`src/rtl/sct_pkg.sv`:
```
package sct_pkg;

    typedef enum logic [2:0] {
        ST_IDLE,
        ST_SEND,
        ST_WINDOW,
        ST_RESEND_WAIT,
        ST_GAP
    } sct_state_e;

    // Start-to-start spacing of a resent character, in ETU.
    localparam int RESEND_ETU = 15;
    // ETUs after the frame before a following character may start.
    localparam int TAIL_ETU   = 2;

endpackage

```
`src/rtl/sct_hold_buf.sv`:
```
module sct_hold_buf #(
    parameter int DATA_W = 8
) (
    input  logic              clk,
    input  logic              rst_n,
    input  logic              wr_en,
    input  logic [DATA_W-1:0] wr_data,
    input  logic              wr_last,
    input  logic              take,
    output logic              full,
    output logic [DATA_W-1:0] data,
    output logic              last
);

    always_ff @(posedge clk) begin
        if (!rst_n) begin
            full <= 1'b0;
            data <= '0;
            last <= 1'b0;
        end else if (take) begin
            full <= 1'b0;
        end else if (wr_en && !full) begin
            full <= 1'b1;
            data <= wr_data;
            last <= wr_last;
        end
    end

endmodule

```
`src/rtl/sct_parity.sv`:
```
module sct_parity #(
    parameter int DATA_W = 8
) (
    input  logic [DATA_W-1:0] data,
    input  logic              invert,
    output logic              par
);

    always_comb par = (^data) ^ invert;

endmodule

```
`src/rtl/sct_tx_fsm.sv`:
```
module sct_tx_fsm
    import sct_pkg::*;
#(
    parameter int DATA_W  = 8,
    parameter int RETRY_W = 3,
    parameter int GUARD_W = 8
) (
    input  logic               clk,
    input  logic               rst_n,
    input  logic               etu_tick,
    input  logic               hold_full,
    input  logic [DATA_W-1:0]  hold_data,
    input  logic               hold_last,
    input  logic               par_bit,
    input  logic [RETRY_W-1:0] cfg_retry_max,
    input  logic [GUARD_W-1:0] cfg_guard,
    input  logic               io_in,
    output logic               take,
    output logic [DATA_W-1:0]  cur_data,
    output logic               line_low,
    output logic               busy,
    output logic               load_pulse,
    output logic               perr,
    output logic               ldone
);

    localparam int FRAME_BITS = DATA_W + 2;
    localparam int IDX_W      = $clog2(FRAME_BITS);
    localparam int CNT_W      = GUARD_W + 2;
    localparam int PAR_POS    = FRAME_BITS - 1;
    localparam int SPACE_ETU  = FRAME_BITS + TAIL_ETU;

    sct_state_e         state, state_n;
    logic [CNT_W-1:0]   cnt;
    logic [DATA_W-1:0]  shreg;
    logic               cur_last;
    logic [RETRY_W-1:0] used;
    logic               do_load, do_end, do_retry, do_err, restart;
    logic [CNT_W-1:0]   gap_limit;
    logic [(1<<IDX_W)-1:0] frame_ext;

    always_comb gap_limit = CNT_W'(SPACE_ETU - 1) + CNT_W'(cfg_guard);

    // Next-state process
    always_comb begin
        state_n  = state;
        do_load  = 1'b0;
        do_end   = 1'b0;
        do_retry = 1'b0;
        do_err   = 1'b0;
        restart  = 1'b0;
        if (etu_tick) begin
            unique case (state)
                ST_IDLE: begin
                    if (hold_full) do_load = 1'b1;
                end
                ST_SEND: begin
                    if (cnt == CNT_W'(PAR_POS)) state_n = ST_WINDOW;
                end
                ST_WINDOW: begin
                    if (!io_in && (used < cfg_retry_max)) begin
                        do_retry = 1'b1;
                        state_n  = ST_RESEND_WAIT;
                    end else begin
                        do_err  = !io_in;
                        do_end  = 1'b1;
                        state_n = ST_GAP;
                    end
                end
                ST_RESEND_WAIT: begin
                    if (cnt == CNT_W'(RESEND_ETU - 1)) begin
                        restart = 1'b1;
                        state_n = ST_SEND;
                    end
                end
                ST_GAP: begin
                    if (cnt >= gap_limit) begin
                        if (hold_full) do_load = 1'b1;
                        else           state_n = ST_IDLE;
                    end
                end
                default: state_n = ST_IDLE;
            endcase
        end
        if (do_load) state_n = ST_SEND;
    end

    // State register and datapath
    always_ff @(posedge clk) begin
        if (!rst_n) begin
            state      <= ST_IDLE;
            cnt        <= '0;
            shreg      <= '0;
            cur_last   <= 1'b0;
            used       <= '0;
            perr       <= 1'b0;
            ldone      <= 1'b0;
            load_pulse <= 1'b0;
        end else begin
            state      <= state_n;
            load_pulse <= do_load;
            if (etu_tick) begin
                if (do_load || restart) cnt <= '0;
                else if (state != ST_IDLE) cnt <= cnt + 1'b1;
            end
            if (do_load) begin
                shreg    <= hold_data;
                cur_last <= hold_last;
                used     <= '0;
                perr     <= 1'b0;
                ldone    <= 1'b0;
            end
            if (do_retry) used <= used + 1'b1;
            if (do_err) perr <= 1'b1;
            if (do_end && cur_last) ldone <= 1'b1;
        end
    end

    // Output process
    always_comb begin
        frame_ext = '1;
        frame_ext[FRAME_BITS-1:0] = {par_bit, shreg, 1'b0};
        line_low = 1'b0;
        if (state == ST_SEND && cnt <= CNT_W'(PAR_POS))
            line_low = !frame_ext[cnt[IDX_W-1:0]];
        busy     = (state != ST_IDLE);
        take     = do_load;
        cur_data = shreg;
    end

endmodule

```
`src/rtl/sct_char_tx.sv`:
```
module sct_char_tx #(
    parameter int DATA_W  = 8,
    parameter int RETRY_W = 3,
    parameter int GUARD_W = 8
) (
    input  logic               clk,
    input  logic               rst_n,
    input  logic               etu_tick,
    input  logic               wr_en,
    input  logic [DATA_W-1:0]  wr_data,
    input  logic               wr_last,
    input  logic [RETRY_W-1:0] cfg_retry_max,
    input  logic [GUARD_W-1:0] cfg_guard,
    input  logic               cfg_inv_parity,
    input  logic               io_in,
    output logic               io_drive_low,
    output logic               tx_ready,
    output logic               tbe_irq,
    output logic               busy,
    output logic               parity_err,
    output logic               last_done
);

    logic              hold_full, hold_last, take, par_bit;
    logic [DATA_W-1:0] hold_data, cur_data;

    sct_hold_buf #(.DATA_W(DATA_W)) i_hold (
        .clk     (clk),
        .rst_n   (rst_n),
        .wr_en   (wr_en),
        .wr_data (wr_data),
        .wr_last (wr_last),
        .take    (take),
        .full    (hold_full),
        .data    (hold_data),
        .last    (hold_last)
    );

    sct_parity #(.DATA_W(DATA_W)) i_par (
        .data   (cur_data),
        .invert (cfg_inv_parity),
        .par    (par_bit)
    );

    sct_tx_fsm #(.DATA_W(DATA_W), .RETRY_W(RETRY_W), .GUARD_W(GUARD_W)) i_fsm (
        .clk           (clk),
        .rst_n         (rst_n),
        .etu_tick      (etu_tick),
        .hold_full     (hold_full),
        .hold_data     (hold_data),
        .hold_last     (hold_last),
        .par_bit       (par_bit),
        .cfg_retry_max (cfg_retry_max),
        .cfg_guard     (cfg_guard),
        .io_in         (io_in),
        .take          (take),
        .cur_data      (cur_data),
        .line_low      (io_drive_low),
        .busy          (busy),
        .load_pulse    (tbe_irq),
        .perr          (parity_err),
        .ldone         (last_done)
    );

    assign tx_ready = !hold_full;

endmodule

```
`config.mk`:
```
export PLATFORM = sky130hd
export DESIGN_NAME = sct_char_tx
export DESIGN_NICKNAME = d
export VERILOG_FILES = /design/src/rtl/sct_pkg.sv /design/src/rtl/sct_hold_buf.sv /design/src/rtl/sct_parity.sv /design/src/rtl/sct_tx_fsm.sv /design/src/rtl/sct_char_tx.sv
export SDC_FILE = /design/constraint.sdc
export NUM_CORES = 1
export LEC_CHECK = 0
export CELL_PAD_IN_SITES_DETAIL_PLACEMENT = 1
export CELL_PAD_IN_SITES_GLOBAL_PLACEMENT = 1
export CORE_ASPECT_RATIO = 1.2
export CORE_UTILIZATION = 47
export DETAILED_ROUTE_END_ITERATION = 16
export DONT_BUFFER_PORTS = 1
export PLACE_DENSITY = 0.78
export SLEW_MARGIN = 10
export SYNTH_ARGS = -nofsm -noshare
export SYNTH_HDL_FRONTEND = slang
export SYNTH_SLANG_ARGS = --single-unit
export TNS_END_PERCENT = 5
```
`constraint.sdc`:
```
create_clock -name clk -period 2.9 [get_ports clk]
set_input_delay 0 -clock clk [delete_from_list [all_inputs] [get_ports clk]]
set_output_delay 0 -clock clk [all_outputs]
set_load 0.01 [all_outputs]
```
==> flow_summary.json, run 1 <==
{
  "status": "finished, final reports clean",
  "critPathLaunchType": "flop",
  "ys_types": 51,
  "tns_ps": 0,
  "relSlewSlack_pct": 39.2,
  "min_path_type": "in -> reg",
  "routed_via_density": 5.78,
  "slowest_delay_ps": 440,
  "rsz0062_at_grt": "false",
  "seq_area_sq_um": 761,
  "cpMaxStageDelayCell": "dfxtp_1",
  "synth_common_cells": "nand2_1, dfxtp_1, ha_1",
  "yosys.cell_count.top_type": "nand2_1",
  "die_w_um": 65.9,
  "core-area_sq_um": 4660,
  "topRoutingLayerUsed": "met4",
  "met3_length_um": 158,
  "start_util_pct": 49.4,
  "synth_top_cell_by_area": "dfxtp_1",
  "wl_met2_um": 2760,
  "rows": 27,
  "crit_family": "compound AO/OA/AOI/OAI gates",
  "diodes": 0,
  "skew_ps": 1.84,
  "gp_routability_congestion": 0.786,
  "antenna_found_initial": 0,
  "clk_root_buffer_cell": "clkbuf_8",
  "clkTransAtPathRegs_ps": 80,
  "io_buffer_count": 0,
  "numClockSinks": 38,
  "p_total_uw": 1250,
  "worstMarginPinSlew_ps": 909,
  "cts_htree_levels": 2,
  "whs_ps": 4.15,
  "ys_seq_area_share_pct": 33.1,
  "power_per_cell_area_nw_per_um2": 486,
  "hold_violations": 0,
  "syn_inst": 266,
  "drt_iter0_drc": 71,
  "met1_length_um": 2490,
  "cp.required_ps": 3090,
  "insertion_delay_ps": 290,
  "ir_drop_v": 0.000517,
  "synth_area_leaders": "dfxtp_1, ha_1, nand2_1",
  "ys.flop_type": "dfxtp_1",
  "endpoint_kind": "flop",
  "first_pass_iters": 3,
  "die_y_um": 78.6,
  "first_global_vias": 1983,
  "fmax_mhz": 384,
  "vias": 1918,
  "grt_pass1_wl_um": 9270,
  "post_cts_buffers": 0,
  "drt-total-wl_um": 5500,
  "period_needed_ps": 2600,
  "cts_buffers": 5,
  "syn_avg_cell_area_sq_um": 8.65,
  "grt_use_total_pct": 23.5,
  "drc": 0,
  "ys_warn_count": 0,
  "crit_type": "reg -> reg",
  "drv_cap": 0,
  "grt.overflow.total": 0,
  "cts_tree": "built",
  "dp_hpwl_um": 3780,
  "crit_path_cell_trace": "clkinv_1 > ha_1 > nand2b_1 > a21oi_1 > o221ai_1 > a41oi_2 > a21oi_2 > buf_12 > nor4_1",
  "drv_slew": 0,
  "grt_max_degree": 26,
  "drive_gt1_share_pct": 6.93,
  "netlist_area_sq_um": 2300,
  "finalSetupViolations": 0,
  "synth-edff-count": 0,
  "ys_seq_elements": 38,
  "clk_path_buf_depth": 2,
  "area_growth_pct": 11.9,
  "wire_per_inst_um": 16.6,
  "dieArea_sq_um": 5180,
  "yosys.area.top_type_share_pct": 33.1,
  "async_flop_share_pct": 0,
  "postRouteAntennaNets": 0,
  "cp_max_fo": 25,
  "final_nets": 316,
  "critPathBufInv": 2,
  "ios": 32,
  "period_share_pct": 89.8,
  "multi_input_area_sq_um": 1410,
  "crit_arrival_ps": 2790,
  "syn-num-nets": 309,
  "fin_util_pct": 55.2,
  "p_leak_uw": 0.00100,
  "num-fill-cells": 560
}
[state kept, by name, summed over array words and instances, names as in the netlist]
register	count
i_hold.last	1
i_fsm.cnt	10
i_fsm.used	3
i_hold.data	8
i_hold.full	1
i_fsm.perr	1
i_fsm.ldone	1
i_fsm.cur_data	8
i_fsm.state	3
i_fsm.load_pulse	1
i_fsm.cur_last	1
[cell families after synthesis]
kind of cell / after synthesis / synth area share (%)
AND/OR/NAND/NOR: 109 / 24.2
AO/OA/AOI/OAI: 44 / 13.5
flip-flops: 38 / 33.1
buffers and inverters: 24 / 5.65
XOR/XNOR: 19 / 7.23
adder cells (fa/ha/maj): 17 / 9.24
multiplexers: 15 / 7.07
[metal layers]
metal	track usage, %	vias to the layer above
met5	0	-
met4	7.61	0
met3	4.07	9
met2	40.4	31
met1	28.9	927
li1	-	951
[path summary, 6_finish.rpt]
kind | start | endpoint | slack (ps) | cells past startpoint
hold reg to reg | i_hold.last | i_hold.last | 460 | 2
setup reg to reg | i_fsm.cnt[0] | i_fsm.cnt[5] | 300 | 9
hold / removal | etu_tick | i_fsm.state[1] | 4 | 2
setup / recovery | i_fsm.cnt[0] | i_fsm.cnt[5] | 300 | 9
[area by class of cell]
| class | instances | area share, % |
|---|---|---|
| Multi-Input combinational cell | 204 | 54.8 |
| Sequential cell | 38 | 29.6 |
| Timing Repair Buffer | 14 | 5.83 |
| Clock buffer | 6 | 3.21 |
| Tap cell | 58 | 2.82 |
| Clock inverter | 2 | 2.33 |
| Inverter | 10 | 1.46 |
[layout by cell type, fill, tap and decap left out, types with 2 or more instances in the layout]
cell type / synthesis / routed
nand2_1: 51 / 51
dfxtp_1: 38 / 38
ha_1: 17 / 17
a21oi_1: 15 / 15
mux2i_1: 14 / 14
dlygate4sd3_1: 0 / 13
xnor2_1: 11 / 11
nor4_1: 11 / 11
nor2_1: 10 / 10
inv_1: 9 / 9
xor2_1: 8 / 8
nand3_1: 8 / 8
nand2b_1: 7 / 7
clkbuf_8: 0 / 6
o21ai_0: 4 / 4
o22ai_1: 4 / 4
and3_1: 4 / 4
nor3_1: 3 / 3
nor3_2: 3 / 3
o2111ai_1: 2 / 2
or3_1: 2 / 2
a311oi_1: 2 / 2
o221ai_1: 2 / 2
a21o_1: 2 / 2
nand3b_1: 2 / 2
o31a_1: 2 / 2
nor2b_1: 2 / 2
bufinv_16: 0 / 2
[timing repair]
action                                 CTS  global route
hold buffers                            13             0
endpoints found under the hold margin   25             0
gates resized for setup                  0             0
[through the flow]
stage / std cells / area (sq um) / setup WS [ps]
6_report: 332 / 2570 / 296
3_5_place_dp: 311 / 2300 / 285
4_1_cts: 332 / 2570 / 251
5_1_grt: 332 / 2570 / 29.6
3_3_place_gp: 311 / 2300 / 490
2_1_floorplan: 266 / 2300 / 685
[power by group]
| part | total (uW) | switching, uW | internal, uW |
|---|---|---|---|
| combinational | 140 | 78.9 | 61.3 |
| clock | 562 | 195 | 367 |
| sequential | 549 | 13.1 | 536 |
(Power assumes the default switching activity.)
==> inputs of run 2 (changes only) <==
==> constraint.sdc (replaced) <==
create_clock -name clk -period 2.55 [get_ports clk]
set_input_delay 0 -clock clk [delete_from_list [all_inputs] [get_ports clk]]
set_output_delay 0 -clock clk [all_outputs]
set_load 0.01 [all_outputs]
==> run 2 against run 1 <==
Non-clock buffer count is 10 higher. Flip-flop and latch count unchanged. Clock-buffer cell count fell by 1. Via count shrank 0.47%. Critical path type unchanged.
==> flow_summary.json, run 2 (same netlist as run 1, synthesis figures left out) <==
{
  "io_buffer_count": 0,
  "antenna_found_initial": 0,
  "fin_util_pct": 56.1,
  "critPathLaunchType": "flop",
  "cp_max_fo": 14,
  "grt_pass1_wl_um": 9260,
  "largest_register_ffs": 10,
  "grt_use_met3_pct": 4.94,
  "mostFrequentLayoutCell": "nand2_1",
  "gr-usage-met2_pct": 42.6,
  "stdcell_count": 342,
  "post_cts_buffers": 0,
  "ios": 32,
  "met1_usage_pct": 25.8,
  "crit_arrival_ps": 2540,
  "p_switching_uw": 335,
  "min_path_type": "in -> reg",
  "start_util_pct": 49.4,
  "busiest_layer": "met2",
  "period_share_pct": 90.8,
  "dp_hpwl_um": 3800,
  "drt_iter0_drc": 47,
  "clk_path_buf_depth": 2,
  "wire_per_inst_um": 15.4,
  "regMostFlops": "i_fsm.cnt",
  "gp_routability_congestion": 0.846,
  "power_per_cell_area_nw_per_um2": 501,
  "cts_tree": "built",
  "clk_root_buffer_cell": "clkbuf_8",
  "relSlewSlack_pct": 41.1,
  "period_needed_ps": 2320,
  "hold_depth": 3,
  "die_w_um": 65.9,
  "cts_buffers": 5,
  "routed_via_density": 5.58,
  "first_global_vias": 2099,
  "die_y_um": 78.6,
  "endpoint_kind": "flop",
  "area_growth_pct": 13.6,
  "grt_max_degree": 26,
  "drv_slew": 0,
  "layout_setup_ws_ps": 234,
  "postRouteAntennaNets": 0,
  "rows": 27,
  "first_pass_iters": 4,
  "cp.required_ps": 2770,
  "grt.overflow.total": 0,
  "dp_cells": 321,
  "p_int_uw": 976,
  "drv_cap": 0,
  "fmax_mhz": 432,
  "swShare_pct": 25.5,
  "worstRegToRegCells": 9,
  "worstMarginPinSlew_ps": 880,
  "layout_common_cells": "nand2_1, dfxtp_1, ha_1",
  "rsz0062_at_grt": "false",
  "ir_drop_v": 0.000368,
  "core-area_sq_um": 4660,
  "numClockSinks": 38,
  "vias": 1909,
  "hold_violations": 0,
  "clkTransAtPathRegs_ps": 80,
  "crit_type": "reg -> reg",
  "drc": 0,
  "insertion_delay_ps": 290,
  "pwr-share-seq_pct": 47.5,
  "p_leak_uw": 0.00103,
  "cts_htree_levels": 2,
  "pre_cts_ws_ps": -70.8,
  "finalSetupViolations": 0,
  "drive_gt1_share_pct": 10.2,
  "num-fill-cells": 565,
  "diodes": 0,
  "dieArea_sq_um": 5180,
  "clkPwrFrac_pct": 39.6,
  "grt_use_total_pct": 23.3,
  "status": "finished, final reports clean",
  "drt-total-wl_um": 5280,
  "combPwrFrac_pct": 12.9,
  "final_nets": 326,
  "skew_ps": 7.38
}
[run 2: worst max-delay path, cell delays in order (launching register included)]
cell and delay, ps:
dfxtp_1 340, clkinv_1 90, ha_1 270, nand2b_1 90
a21oi_1 70, o221ai_1 230, a41oi_2 200, a21oi_4 410
buf_4 330, mux2i_1 220
[run 2: layout make-up]
cell class	count	area, sq um	area share, %
Clock buffer	5	68.8	2.63
Clock inverter	3	45.0	1.72
Inverter	10	37.5	1.44
Multi-Input combinational cell	204	1420	54.2
Sequential cell	38	761	29.1
Tap cell	58	72.6	2.78
Timing Repair Buffer	24	213	8.13
[run 2: per-stage QoR]
stage	hold slack, ps	area [sq um]	setup TNS (ps)	total power [uW]
after detailed placement	140	2360	-453	782
after global routing	14.6	2620	0	1380
after global placement	138	2360	0	777
after floorplan	136	2300	0	758
final	10.9	2620	0	1310
after CTS	4.47	2610	0	1320
[run 2: path summary, 6_finish.rpt]
kind | startpoint | to | slack, ps
setup / recovery | i_fsm.cnt[0] | i_fsm.cur_data[4] | 230
hold / removal | etu_tick | i_fsm.cnt[0] | 10
setup reg to reg | i_fsm.cnt[0] | i_fsm.cur_data[4] | 230
hold reg to reg | i_hold.data[5] | i_hold.data[5] | 460
[run 2: power groups by stage]
stage	combinational (uW)	clock [uW]	sequential [uW]
2_1_floorplan	124	0	634
5_1_grt	189	563	625
6_report	168	519	622
4_1_cts	169	528	622
3_5_place_dp	146	0	636
3_3_place_gp	141	0	636
[run 2: what timing repair did]
item,4_1_cts,5_1_grt
hold buffers,13,0
endpoints found under the hold margin,26,0
resized for setup,0,1
setup endpoints to repair,0,14
[run 2: metal layers]
layer	share of wire [%]	vias to the layer above
met5	0	-
met3	2.9	8
li1	-	971
met4	1.5	0
met2	52	30
met1	44	900
==> inputs of run 3 (changes only) <==
--- a/config.mk
+++ b/config.mk
@@ -5,13 +5,15 @@
 export SDC_FILE = /design/constraint.sdc
 export NUM_CORES = 1
 export LEC_CHECK = 0
+export ABC_AREA = 1
 export CELL_PAD_IN_SITES_DETAIL_PLACEMENT = 1
 export CELL_PAD_IN_SITES_GLOBAL_PLACEMENT = 1
 export CORE_ASPECT_RATIO = 1.2
-export CORE_UTILIZATION = 47
+export CORE_UTILIZATION = 49
 export DETAILED_ROUTE_END_ITERATION = 16
 export DONT_BUFFER_PORTS = 1
-export PLACE_DENSITY = 0.78
+export MAX_ROUTING_LAYER = met4
+export PLACE_DENSITY = 0.85
 export SLEW_MARGIN = 10
 export SYNTH_ARGS = -nofsm -noshare
 export SYNTH_HDL_FRONTEND = slang
==> constraint.sdc (replaced) <==
create_clock -name clk -period 2.9 [get_ports clk]
set_input_delay 0 -clock clk [delete_from_list [all_inputs] [get_ports clk]]
set_output_delay 0 -clock clk [all_outputs]
set_load 0.01 [all_outputs]
==> run 3 against run 2 <==
Total power rose by 1.2%. Maximum frequency increased by 9.7%. Synthesized cell count increased by 27%. Critical path type unchanged. First-iteration DRC count grew 79%. Via count rose by 20%. Area after synthesis is 2.0% higher. Routed wire length increased by 27%. Clock skew is 1.2 ps higher. Highest routed layer unchanged. Non-clock buffer count decreased by 10. Register-to-register slack gained 560 ps.
==> flow_summary.json, run 3 <==
{
  "ys_warn_count": 0,
  "rows": 27,
  "dp_hpwl_um": 4630,
  "finalSetupViolations": 0,
  "core-area_sq_um": 4590,
  "power_per_cell_area_nw_per_um2": 499,
  "drv_cap": 0,
  "syn-num-nets": 381,
  "p_total_uw": 1330,
  "cts_htree_levels": 2,
  "syn_avg_cell_area_sq_um": 6.94,
  "cts_tree": "built",
  "relSlewSlack_pct": 55.6,
  "async_flop_share_pct": 0,
  "dieArea_sq_um": 5070,
  "worstRegToRegCells": 13,
  "drt-total-wl_um": 6710,
  "grt_pass1_wl_um": 11200,
  "grt_max_degree": 18,
  "p_leak_uw": 0.00119,
  "netlist_area_sq_um": 2350,
  "ys_types": 33,
  "vias": 2299,
  "yosys.cell_count.top_type": "nand2_1",
  "clk_root_buffer_cell": "clkbuf_8",
  "tns_ps": 0,
  "mostFrequentLayoutCell": "nand2_1",
  "drc": 0,
  "syn_inst": 338,
  "rsz0062_at_grt": "false",
  "layout_common_cells": "nand2_1, inv_1, dfxtp_1",
  "insertion_delay_ps": 300,
  "crit_type": "reg -> reg",
  "period_needed_ps": 2110,
  "wire_per_inst_um": 16.2,
  "status": "finished, final reports clean",
  "regMostFlops": "i_fsm.cnt",
  "post_cts_buffers": 0,
  "rr_endpoint": "i_hold.full",
  "dp_cells": 393,
  "hold_depth": 2,
  "final_nets": 398,
  "cp-endpoint": "i_hold.full",
  "grt_use_total_pct": 29.7,
  "drv_slew": 0,
  "die_w_um": 65.2,
  "cts_buffers": 5,
  "period_share_pct": 72.8,
  "final_area_sq_um": 2650,
  "drive_gt1_share_pct": 7.02,
  "ios": 32,
  "area_growth_pct": 13.1,
  "synth-edff-count": 0,
  "stdcell_count": 414,
  "cp.required_ps": 3120,
  "first_global_vias": 2526,
  "clkTransAtPathRegs_ps": 80,
  "clk_path_buf_depth": 2,
  "grt.overflow.total": 0,
  "skew_ps": 8.59,
  "regToRegStartpoint": "i_fsm.cnt[0]",
  "diodes": 0,
  "gp_routability_congestion": 0.842,
  "synth_top_cell_by_area": "dfxtp_1",
  "synth_area_leaders": "dfxtp_1, nand2_1, ha_1",
  "io_buffer_count": 0,
  "ys_seq_elements": 38,
  "hold_violations": 0,
  "routed_via_density": 5.55,
  "min_path_type": "in -> reg",
  "yosys.area.top_type_share_pct": 32.4,
  "drt_iter0_drc": 84,
  "numClockSinks": 38,
  "postRouteAntennaNets": 0,
  "fmax_mhz": 474,
  "die_y_um": 77.8,
  "synth_common_cells": "nand2_1, inv_1, dfxtp_1",
  "endpoint_kind": "flop",
  "worstSetupStartpoint": "i_fsm.cnt[0]",
  "cp_max_fo": 9,
  "place_area_sq_um": 2410,
  "worstMarginPinSlew_ps": 663,
  "ir_drop_v": 0.000361,
  "antenna_found_initial": 0,
  "crit_arrival_ps": 2330,
  "first_pass_iters": 4,
  "fin_util_pct": 57.8,
  "ys.flop_type": "dfxtp_1",
  "critPathLaunchType": "flop",
  "ys_seq_area_share_pct": 32.4,
  "r2r_setup_slack_ps": 790,
  "start_util_pct": 51.1,
  "largest_register_ffs": 10
}
## run 3: cell types whose count changed in the layout (fill, tap and decap cells not counted), sizes merged, moves of 8 or more
| cell | previous run | this run |
|---|---|---|
| nand3 | 8 | 17 |
| nor2 | 10 | 37 |
| mux2i | 14 | 0 |
| a21oi | 16 | 24 |
| o21ai | 4 | 28 |
| inv | 9 | 51 |
| nor4 | 12 | 2 |
| nand2 | 51 | 76 |
| buf | 11 | 1 |
## run 3: routing by layer
layer	GRT usage [%]	routed length (um)
met1	28.6	2600
met2	57.2	3730
met3	5.15	201
met4	10.7	174
met5	-	0
## run 3: layout make-up
class / instances / area, sq um
timing repair buffer: 14 / 138
inverter: 52 / 200
clock buffer: 5 / 68.8
sequential: 38 / 761
multi-input combinational: 244 / 1370
fill: 632 / 1940
clock inverter: 3 / 45.0
tap: 58 / 72.6
## run 3: metrics by stage
stage | hold slack (ps) | worst slack (ps)
final | 67.1 | 790
after global routing | 74.1 | 528
after CTS | 51.3 | 765
after detailed placement | 144 | 629
after global placement | 137 | 758
after floorplan | 135 | 966
## run 3: how the worst min path moves through the flow
stage	to	startpoint
floorplan	i_hold.data[0]	wr_data[0]
global placement	i_hold.data[1]	wr_data[1]
detailed placement	i_hold.data[1]	rst_n
CTS	i_fsm.cnt[1]	rst_n
global route	i_fsm.cnt[1]	rst_n
finish	i_fsm.cnt[1]	rst_n
## run 3: worst max-delay path: stages, from the launching register on
cell and delay, ps:
dfxtp_1 510, clkinv_1 140, ha_1 290, inv_1 50
nand2_1 40, nand2_1 50, nand2_1 70, nand3_1 90
nand4_1 110, nand2_2 210, inv_4 80, nor2_8 180
inv_4 90, a21oi_2 130
## run 3: cells by family after synthesis
group           synth area share, %
compound gates                 15.4
flops                          32.4
fa+ha+maj                      9.06
xor+xnor                       5.60
buf+inv                        9.27
simple gates                   28.3
## run 3: repair_timing
item | CTS | global route
endpoints found under the hold margin | 26 | 0
hold buffers | 13 | 0
resized for setup | 0 | 0
setup endpoints to repair | 0 | 0
## run 3: power by group
group | total (uW) | switching, uW | internal [uW]
Clock | 464 | 208 | 256
Combinational | 276 | 179 | 96.5
Sequential | 586 | 33.5 | 552
